$ cat src/rtl/hzd_pkg.sv
// Shared types for the hazard controller: the bundle of pipeline control
// outputs and its two fixed settings (frozen and free-running).
package hzd_pkg;

    typedef struct packed {
        logic pc_we;
        logic ifid_we;
        logic bubble;
        logic flush;
        logic pc_sel;
    } hzd_ctl_t;

    localparam hzd_ctl_t CTL_FROZEN = '{pc_we: 1'b0, ifid_we: 1'b0, bubble: 1'b1,
                                        flush: 1'b1, pc_sel: 1'b0};
    localparam hzd_ctl_t CTL_RUN    = '{pc_we: 1'b1, ifid_we: 1'b1, bubble: 1'b0,
                                        flush: 1'b0, pc_sel: 1'b0};

endpackage

$ cat src/rtl/hzd_load_use.sv
// Load-use detector: flags when the load in execute writes a register that
// the decode instruction reads. Assumes register 0 is hard-wired to zero,
// so it is never a real dependency. N_SRC source fields are packed LSB-first.
module hzd_load_use #(
    parameter int REG_AW = 5,
    parameter int N_SRC  = 2
) (
    input  logic                    clk,
    input  logic                    rst_n,
    input  logic                    ex_is_load,
    input  logic [REG_AW-1:0]       ex_dst,
    input  logic [N_SRC*REG_AW-1:0] id_srcs,
    output logic                    hazard
);

    logic [N_SRC-1:0] src_hit;
    logic             dst_live;

    // Per-source comparison against the load destination.
    for (genvar g = 0; g < N_SRC; g++) begin : g_src
        assign src_hit[g] = (id_srcs[g*REG_AW +: REG_AW] == ex_dst);
    end

    // A load only matters when it writes a real register.
    assign dst_live = ex_is_load && (ex_dst != '0);
    assign hazard   = dst_live && (|src_hit);

    AST_ZERO_DEST_QUIET: assert property (@(posedge clk) disable iff (!rst_n)
        (ex_dst == '0) |-> !hazard);

endmodule

$ cat src/rtl/hzd_branch.sv
// Decode-stage branch unit: raises a redirect for a taken branch and forms
// the target from the branch address, the next word and the scaled offset.
// Assumes PC_W > OFF_W + 2 and byte addresses of word-aligned instructions.
module hzd_branch #(
    parameter int PC_W  = 32,
    parameter int OFF_W = 16
) (
    input  logic             clk,
    input  logic             rst_n,
    input  logic             id_is_branch,
    input  logic             cmp_taken,
    input  logic [PC_W-1:0]  id_pc,
    input  logic [OFF_W-1:0] id_offset,
    output logic             redirect,
    output logic [PC_W-1:0]  target
);

    localparam int WORD_SH = 2;
    localparam int EXT_W   = PC_W - OFF_W - WORD_SH;

    logic [PC_W-1:0] off_bytes;

    // Sign-extend the word offset and scale it to bytes.
    assign off_bytes = {{EXT_W{id_offset[OFF_W-1]}}, id_offset, {WORD_SH{1'b0}}};

    // Target is relative to the instruction after the branch.
    assign target   = id_pc + PC_W'(4) + off_bytes;
    assign redirect = id_is_branch && cmp_taken;

    AST_TARGET_WORD_STEP: assert property (@(posedge clk) disable iff (!rst_n)
        id_is_branch |-> (target[WORD_SH-1:0] == id_pc[WORD_SH-1:0]));

    AST_NONBRANCH_IGNORED: assert property (@(posedge clk) disable iff (!rst_n)
        !id_is_branch |-> !redirect);

endmodule

$ cat src/rtl/hzd_seq.sv
// Control sequencer: merges the stall and redirect requests into the pipeline
// control bundle. The stall outranks the redirect. A reset flop keeps the
// front end frozen and cleared until the first edge with reset released.
module hzd_seq
    import hzd_pkg::*;
(
    input  logic     clk,
    input  logic     rst_n,
    input  logic     hazard,
    input  logic     redirect,
    output hzd_ctl_t ctl
);

    logic run_q;

    // Synchronous reset flop: becomes 1 on the first edge with rst_n high.
    always_ff @(posedge clk) begin
        if (!rst_n) run_q <= 1'b0;
        else        run_q <= 1'b1;
    end

    // Priority: frozen, then load-use stall, then branch redirect.
    always_comb begin
        ctl = CTL_RUN;
        if (!run_q) begin
            ctl = CTL_FROZEN;
        end else if (hazard) begin
            ctl.pc_we   = 1'b0;
            ctl.ifid_we = 1'b0;
            ctl.bubble  = 1'b1;
        end else if (redirect) begin
            ctl.flush  = 1'b1;
            ctl.pc_sel = 1'b1;
        end
    end

    AST_FROZEN_AFTER_RESET: assert property (@(posedge clk) disable iff (!rst_n)
        $past(!rst_n) |-> (ctl.bubble && ctl.flush && !ctl.pc_we && !ctl.ifid_we));

    AST_STALL_FREEZES: assert property (@(posedge clk) disable iff (!rst_n)
        (run_q && hazard) |-> (!ctl.pc_we && !ctl.ifid_we && ctl.bubble));

    AST_STALL_BEATS_BRANCH: assert property (@(posedge clk) disable iff (!rst_n)
        (hazard && redirect) |-> (!ctl.flush && !ctl.pc_sel));

    AST_SINGLE_STALL: assert property (@(posedge clk) disable iff (!rst_n)
        (run_q && hazard) |=> !hazard);

endmodule

$ cat src/rtl/hzd_ctrl.sv
// Top of the hazard controller. Connects the load-use detector, the branch
// unit and the control sequencer. Assumes the pipeline honours each output
// in the cycle it is presented, with the flush taking precedence over ifid_we.
module hzd_ctrl
    import hzd_pkg::*;
#(
    parameter int REG_AW = 5,
    parameter int PC_W   = 32,
    parameter int OFF_W  = 16
) (
    input  logic              clk,
    input  logic              rst_n,
    input  logic [REG_AW-1:0] id_src_a,
    input  logic [REG_AW-1:0] id_src_b,
    input  logic              id_is_branch,
    input  logic              cmp_taken,
    input  logic [PC_W-1:0]   id_pc,
    input  logic [OFF_W-1:0]  id_offset,
    input  logic              ex_is_load,
    input  logic [REG_AW-1:0] ex_dst,
    output logic              pc_we,
    output logic              ifid_we,
    output logic              idex_bubble,
    output logic              ifid_flush,
    output logic              pc_sel,
    output logic [PC_W-1:0]   pc_target
);

    localparam int N_SRC = 2;

    logic     hazard;
    logic     redirect;
    hzd_ctl_t ctl;

    // Load-use detection over both decode sources.
    hzd_load_use #(.REG_AW(REG_AW), .N_SRC(N_SRC)) u_load_use (
        .clk        (clk),
        .rst_n      (rst_n),
        .ex_is_load (ex_is_load),
        .ex_dst     (ex_dst),
        .id_srcs    ({id_src_b, id_src_a}),
        .hazard     (hazard)
    );

    // Branch decision and target address.
    hzd_branch #(.PC_W(PC_W), .OFF_W(OFF_W)) u_branch (
        .clk          (clk),
        .rst_n        (rst_n),
        .id_is_branch (id_is_branch),
        .cmp_taken    (cmp_taken),
        .id_pc        (id_pc),
        .id_offset    (id_offset),
        .redirect     (redirect),
        .target       (pc_target)
    );

    // Priority merge into the control bundle.
    hzd_seq u_seq (
        .clk      (clk),
        .rst_n    (rst_n),
        .hazard   (hazard),
        .redirect (redirect),
        .ctl      (ctl)
    );

    assign pc_we       = ctl.pc_we;
    assign ifid_we     = ctl.ifid_we;
    assign idex_bubble = ctl.bubble;
    assign ifid_flush  = ctl.flush;
    assign pc_sel      = ctl.pc_sel;

    AST_FLUSH_MEANS_REDIRECT: assert property (@(posedge clk) disable iff (!rst_n)
        (ifid_flush && pc_we) |-> (pc_sel && ifid_we && !idex_bubble));

    AST_NOT_TAKEN_FREE: assert property (@(posedge clk) disable iff (!rst_n)
        (pc_we && !cmp_taken) |-> (!ifid_flush && !pc_sel));

endmodule

$ cat config.mk
export PLATFORM = sky130hd
export DESIGN_NAME = hzd_ctrl
export DESIGN_NICKNAME = d
export VERILOG_FILES = /design/src/rtl/hzd_pkg.sv /design/src/rtl/hzd_load_use.sv /design/src/rtl/hzd_branch.sv /design/src/rtl/hzd_seq.sv /design/src/rtl/hzd_ctrl.sv
export SDC_FILE = /design/constraint.sdc
export NUM_CORES = 1
export LEC_CHECK = 0
export BUFFER_PORTS_ARGS = -buffer_cell sky130_fd_sc_hd__buf_2
export CAP_MARGIN = 20
export CORE_MARGIN = 5
export CORE_UTILIZATION = 50
export CTS_BUF_LIST = sky130_fd_sc_hd__clkbuf_8
export DETAILED_ROUTE_END_ITERATION = 12
export PLACE_DENSITY = 0.95
export SYNTH_ARGS = -nofsm -noshare
export SYNTH_HDL_FRONTEND = slang
export SYNTH_SLANG_ARGS = --single-unit
$ cat constraint.sdc
create_clock -name clk -period 8.06 [get_ports clk]
set_clock_uncertainty 0.2 [all_clocks]
set_input_delay 0.806 -clock clk [delete_from_list [all_inputs] [get_ports clk]]
set_output_delay 0.806 -clock clk [all_outputs]
set_load 0.1 [all_outputs]
After elaboration in Yosys (flattened, before gate mapping)

Index checks and enable logic that the tools add are counted.

Output and inout port bits: 37
Word-level logic and storage cells: 15
Bits in registers: 1
Bits of input ports: 68

Equal/unequal tests: 2
Muxes and demuxes: 5
Reductions and logical operators: 5
Add/sub/neg operators: 2

Operators with widths:

| cell                    | number |
|---|---|
| $add A32 B3 Y32 const B | 1 |
| $add A32 B32 Y32        | 1 |
| $eq A5 B5 Y1            | 2 |
| $mux W5                 | 1 |
| $reduce_bool A5 Y1      | 1 |
| $mux W2                 | 2 |
| $logic_and A1 B1 Y1     | 3 |
| $mux W3                 | 1 |
| $reduce_or A2 Y1        | 1 |
| $mux W1                 | 1 |

Logic depth before layout (Yosys ltp)

Gate-level depths: netlist of the first run.

Depth after elaboration: 5
Mapped depth: 12

Hierarchy

A second synthesis of the first run with hierarchy kept.

Cell total of the unflattened synthesis: 263
Area, all modules: 2079.5 µm²

Modules (own cells, without submodules):

| module       | times used | cells each | seq. area each (µm²) | area each (µm²) |
|---|---|---|---|---|
| hzd_branch   | 1          | 239        | 0.0                  | 1888.1 |
| hzd_load_use | 1          | 17         | 0.0                  | 125.1 |
| hzd_seq      | 1          | 7          | 20.0                 | 66.3 |

Worst setup path after synthesis of the first run

OpenSTA, ideal clock, no wires.

Path type: input port to output port
Start: input port id_pc[15]
End: output port pc_target[28]
Path slack: 1.282 ns
Data required time: 7.054 ns
Stages on the path: 9
Arrival: 5.772 ns
Cells stage by stage: ha_1 > ha_1 > clkbuf_1 > nand4_1 > nor3_1 > o21ai_0 > or3b_1 > o31ai_2 > o311ai_0

Word-level cells in the longest chain between the ends: 2

Ends and longest elaborated chain:

| what             | RTL line         | text |
|---|---|---|
| start, declared  | hzd_ctrl.sv:17   | `input logic [PC_W-1:0] id_pc,` |
| $add A32 B3 Y32  | hzd_branch.sv:27 | `assign target = id_pc + PC_W'(4) + off_bytes;` |
| $add A32 B32 Y32 | hzd_branch.sv:27 |  |
| end, declared    | hzd_ctrl.sv:26   | `output logic [PC_W-1:0] pc_target` |

Every way passes these cells.

Final worst setup path of the first run

Start: input port id_pc[3]
End: output port pc_target[31]

The elaborated chain is that of the path after synthesis.

==> qor.txt, run 1 <==
Core ar. -> 4086 um2
Global-route wire length before repair -> 9839 um
Gr ovfl total -> 0
Min cycle time layout -> 4822 ps
Hold WC Path Type -> in -> reg
Die X -> 75.61 um
Max Cap Viol -> 0
Crit Path Class -> in -> out
Number of setup buffers added after CTS -> 0
Sequential area share after synthesis -> 0.009302
Crit-path cells -> buf_2, ha_1, ha_1, fa_1, a21oi_2, o211ai_2, a31oi_4, nor3_1, or4b_1, a31oi_1, xnor2_1, buf_2
Port Buffers -> 100
Worst path buffer plus inverter count -> 2
Final Hold Viols -> 0
Drt pass-1 iters -> 4
Post-DR wirelength/cell -> 15.01 um
Worst path top cell family by delay -> adder cells
Syn Area/Cell -> 7.797 um2
Tot GR Track Use -> 0.2115
Initial Util -> 0.5266
Pleak -> 1.393 nW
Setup violators final -> 0
Vias in the first global route -> 2384
Synth Net Count -> 402
Total die area -> 5716 um2
Synth unique cells -> 51
Fmax -> 207.4 MHz
Final wirelength -> 6156 um
Synth Instances -> 276
Peak supply drop -> 0.2360 mV
Inst Count DP -> 410
Commonest non-fill, non-tap cell in the layout -> buf_2
#FFs+latches synth -> 1
Rel. slew slack -> 0.6215
DRT iter0 DRCs -> 112
Share of layout cells above drive strength 1 -> 0.3083
# nets final -> 488
Run status -> complete, no violations
GP Congestion -> 0.8733
Ant. Diodes -> 0
Crit-path max cell delay -> 480 ps
Vias -> 2397
Area grow syn2layout -> 21.63%
Fraction of registers with async set or reset after synthesis -> 0
P per Cell Area -> 227.2 nW/um2
Vias per cell -> 5.846
Residual DRC count -> 0
Largest net degree at the start of global routing -> 16
Max reg flops -> 1
Antenna-violating nets left -> 0
Arrival @ worst endpoint -> 3820 ps
HPWL Detailed -> 5439 um
Worst-margin pin slew -> 561.6 ps
Ports -> 105
Biggest register -> u_seq.run_q
Setup tns final -> 0 ps
Maximum fanout along the worst path -> 3
Clock-pin slew on the worst setup and hold paths -> 0 ps
Mapped cell area -> 2152 um2
Critical path startpoint category -> primary input
CTS resizes -> 0
Post-synth EDFFs -> 0
Cts hold-fix bufs -> 0
Top_reg_cell synth -> dfxtp_1
Non-filler instance count after layout -> 410
Pins over their slew limit -> 0
RSZ-0062 raised after global routing -> false
Top flop regs -> u_seq.run_q x1
Initial antenna violation count -> 0
Slowest cell on the critical path -> or4b_1
Synth warn -> 0
DIE HEIGHT -> 75.61 um
Most frequent cells in the layout -> buf_2, ha_1, nand2_1, a21oi_1, xnor2_1
CP Data Required Time -> 7050 ps
Tcrit/Tclk final -> 0.5983
Worst setup EP type -> primary output
Row count -> 23
==> final timing paths <==
kind              cells after the start      from                  end
setup / recovery                     12  id_pc[3]        pc_target[31]
hold / removal                        1     rst_n  u_seq.run_q$_DFF_P_
==> stage by stage <==
step	instance area [um2]	hold WS [ps]	total power, mW	setup slack (ps)	util
6_report	2618	710.3	0.5948	3238	0.6405
2_1_floorplan	2152	633.7	0.5075	1282	-
4_1_cts	2618	710.1	0.5945	3228	0.6405
5_1_grt	2618	714.7	0.6235	3026	0.6405
3_5_place_dp	2618	710.1	0.5927	3233	0.6405
3_3_place_gp	2618	709.1	0.5833	3316	0.6405
==> power breakdown <==
| group | total, mW | internal, mW | switching (mW) |
|---|---|---|---|
| Combinational | 0.589 | 0.123 | 0.467 |
| Sequential | 0.00544 | 0.00532 | 0.000118 |
| Clock | 0 | 0 | 0 |
==> synthesized netlist by cell type, drive strengths merged (2+ instances only) <==
| cell | n | share of area |
|---|---|---|
| or3 | 2 | 0.0058 |
| o311ai | 2 | 0.0081 |
| o21a | 5 | 0.017 |
| ha | 57 | 0.33 |
| xor2 | 18 | 0.073 |
| o31ai | 2 | 0.0093 |
| clkbuf | 7 | 0.012 |
| inv | 7 | 0.012 |
| nor2 | 15 | 0.026 |
| a21o | 7 | 0.024 |
| nor2b | 2 | 0.0058 |
| nand4 | 9 | 0.026 |
| nand2 | 27 | 0.047 |
| and2 | 2 | 0.0058 |
| buf | 9 | 0.033 |
| nand3 | 5 | 0.012 |
| a31oi | 4 | 0.019 |
| o21bai | 3 | 0.010 |
| o21ai | 13 | 0.030 |
| o211ai | 2 | 0.0093 |
| xnor2 | 20 | 0.081 |
| nor3 | 5 | 0.012 |
| a21oi | 30 | 0.082 |
| o31a | 2 | 0.0081 |
| nand2b | 2 | 0.0058 |
==> area by class of cell <==
| cell class | count | area (um2) |
|---|---|---|
| repair buffers | 100 | 500.5 |
| multi-input cells | 252 | 2008 |
| well taps | 50 | 62.56 |
| flip-flops and latches | 1 | 20.02 |
| fillers | 362 | 1469 |
| inverters | 7 | 26.28 |
==> layer usage <==
layer | up-vias | GRT usage | wire [um]
li1 | 1194 | - | -
met1 | 1057 | 0.2214 | 2276
met2 | 134 | 0.4257 | 3175
met3 | 12 | 0.04881 | 592
met4 | 0 | 0.03689 | 112
met5 | - | 0 | 0
==> kinds of logic after synthesis <==
family          share of synthesized area
buf+inv                           0.05756
xor+xnor                           0.1547
flops                            0.009303
simple gates                       0.1733
compound gates                     0.2645
fa+ha+maj                          0.3407
Note: power is estimated with default switching activity, not from simulation.
==> inputs of run 2 (changes only) <==
--- a/config.mk
+++ b/config.mk
@@ -8,10 +8,10 @@
 export BUFFER_PORTS_ARGS = -buffer_cell sky130_fd_sc_hd__buf_2
 export CAP_MARGIN = 20
 export CORE_MARGIN = 5
-export CORE_UTILIZATION = 50
+export CORE_UTILIZATION = 44
 export CTS_BUF_LIST = sky130_fd_sc_hd__clkbuf_8
 export DETAILED_ROUTE_END_ITERATION = 12
-export PLACE_DENSITY = 0.95
+export PLACE_DENSITY = 0.89
 export SYNTH_ARGS = -nofsm -noshare
 export SYNTH_HDL_FRONTEND = slang
 export SYNTH_SLANG_ARGS = --single-unit
==> constraint.sdc (replaced) <==
create_clock -name clk -period 4.05 [get_ports clk]
set_clock_uncertainty 0.2 [all_clocks]
set_input_delay 0.405 -clock clk [delete_from_list [all_inputs] [get_ports clk]]
set_output_delay 0.405 -clock clk [all_outputs]
set_load 0.1 [all_outputs]
==> run 2 against run 1 <==
Against the previous run: global-route usage shrank 3.6 points; utilization is 5.0 points lower; largest power group unchanged; combinational power rose by 110%; sequential cell count stayed put.
==> qor.txt, run 2 (same netlist as run 1, synthesis figures left out) <==
Biggest register -> u_seq.run_q (unchanged)
Vias in the first global route -> 2257 (was 2384)
P per Cell Area -> 444.2 nW/um2 (was 227.2 nW/um2)
Dpl ws -> 163.9 ps (was 3233 ps)
Run status -> complete, no violations (unchanged)
Gr ovfl total -> 0 (unchanged)
WHS Endpoint -> u_seq.run_q$_DFF_P_ (unchanged)
Row count -> 25 (was 23)
Critical path startpoint category -> primary input (unchanged)
Tot GR Track Use -> 0.1755 (was 0.2115)
Hold Crit Depth -> 1 (unchanged)
Initial Util -> 0.4556 (was 0.5266)
# nets final -> 491 (was 488)
Final Hold Viols -> 0 (unchanged)
Worst-margin pin slew -> 508.5 ps (was 561.6 ps)
DRT iter0 DRCs -> 70 (was 112)
Max Cap Viol -> 0 (unchanged)
Ports -> 105 (unchanged)
Area grow syn2layout -> 29.53% (was 21.63%)
Arrival @ worst endpoint -> 3250 ps (was 3820 ps)
Vias per cell -> 5.400 (was 5.846)
Initial antenna violation count -> 0 (unchanged)
Clock-pin slew on the worst setup and hold paths -> 0 ps (about the same)
Slowest cell on the critical path -> or4b_1 (unchanged)
Hold Startpoint -> rst_n (unchanged)
Maximum fanout along the worst path -> 3 (unchanged)
Worst setup EP type -> primary output (unchanged)
Share of layout cells above drive strength 1 -> 0.3444 (was 0.3083)
Most frequent cells in the layout -> buf_2, ha_1, nand2_1, a21oi_1, xnor2_1 (unchanged)
Tcrit/Tclk final -> 0.9509
Crit Path Class -> in -> out (unchanged)
Residual DRC count -> 0 (unchanged)
Top flop regs -> u_seq.run_q x1 (unchanged)
Total die area -> 6390 um2 (was 5716 um2)
Min cycle time layout -> 3851 ps
Crit-path max cell delay -> 520 ps (was 480 ps)
Core ar. -> 4723 um2 (was 4086 um2)
Rel. slew slack -> 0.6573 (was 0.6215)
Multi-input logic area -> 2090 um2 (was 2008 um2)
RSZ-0062 raised after global routing -> false (unchanged)
Setup tns final -> 0 ps (unchanged)
HPWL Detailed -> 5317 um (was 5439 um)
Ant. Diodes -> 0 (unchanged)
Peak supply drop -> 0.4239 mV (was 0.2360 mV)
Layout fillers -> 419 (was 362)
Setup violators final -> 0 (unchanged)
Pins over their slew limit -> 0 (unchanged)
Commonest non-fill, non-tap cell in the layout -> buf_2 (unchanged)
Final WS setup -> 198.9 ps (was 3238 ps)
CP Data Required Time -> 3440 ps (was 7050 ps)
Global-route wire length before repair -> 9397 um (was 9839 um)
Vias -> 2322 (was 2397)
Register Area -> 20.02 um2 (unchanged)
Largest net degree at the start of global routing -> 11 (was 16)
Drt pass-1 iters -> 4 (unchanged)
DIE HEIGHT -> 79.94 um (was 75.61 um)
Fmax -> 259.7 MHz
Max reg flops -> 1 (unchanged)
Die X -> 79.94 um (was 75.61 um)
Post-DR wirelength/cell -> 13.68 um (was 15.01 um)
Port Buffers -> 100 (unchanged)
Final wirelength -> 5881 um (was 6156 um)
Antenna-violating nets left -> 0 (unchanged)
GP Congestion -> 0.9620 (was 0.8733)
Pleak -> 1.456 nW (was 1.393 nW)
Hold WC Path Type -> in -> reg (unchanged)
Critical Path Most Common Cell -> ha_1
Pwr Total -> 1.238 mW (was 0.5948 mW)
Number of setup buffers added after CTS -> 0 (unchanged)
Crit-path cells -> buf_2, ha_1, ha_1, fa_1, a21oi_2, o211ai_2, a31oi_4, nor3_1, or4b_1, a31oi_2, xnor2_2, buf_12 (was buf_2, ha_1, ha_1, fa_1, a21oi_2, o211ai_2, a31oi_4, nor3_1, or4b_1, a31oi_1, xnor2_1, buf_2)
==> run 2: area by class of cell <==
class,count,area share
inverters,7,0.009426
multi-input cells,252,0.7496
flip-flops and latches,1,0.007181
well taps,67,0.03007
repair buffers,103,0.2038
==> run 2: metal layers <==
layer / vias up / wire length [um] / track usage
li1: 1195 / - / -
met5: - / 0 / 0
met4: 0 / 80 / 0.02365
met1: 1021 / 2395 / 0.1974
met3: 8 / 442 / 0.02483
met2: 98 / 2962 / 0.3493
==> run 2: how the worst max path moves through the flow <==
stage                     depth (start not counted)  slack [ps]            end      from
after floorplan                                   9           9  pc_target[21]  id_pc[3]
after global placement                           12         250  pc_target[31]  id_pc[3]
after detailed placement                         12         160  pc_target[31]  id_pc[3]
after CTS                                        12         180  pc_target[31]  id_pc[3]
after global routing                             12          60  pc_target[31]  id_pc[3]
final                                            12         200  pc_target[31]  id_pc[3]
==> run 2: metrics by stage <==
stage	utilization	cell area, um2	hold slack [ps]	std cells
floorplan	-	2227	232.7	276
global placement	0.5889	2781	307.0	430
detailed placement	0.5889	2781	309.2	430
CTS	0.5889	2781	308.9	430
global route	0.5902	2788	320.4	430
finish	0.5902	2788	307.7	430
==> run 2: report_power, final <==
part	internal (mW)	switching, mW	leakage [nW]	total, mW
sequential	0.0106	0.000209	0.00844	0.0108
clock	0	0	0	0
combinational	0.286	0.941	1.45	1.23
==> run 2: what timing repair did <==
action                     CTS  global route
setup endpoints to repair    0             1
hold buffers                 0             0
gates resized for setup      0             1
==> run 2: worst max-delay path: cells and delay by family <==
family	cells	cell delay, ps
fa+ha+maj	3	950
compound gates	4	810
simple gates	2	610
buf+inv	2	300
xor+xnor	1	160
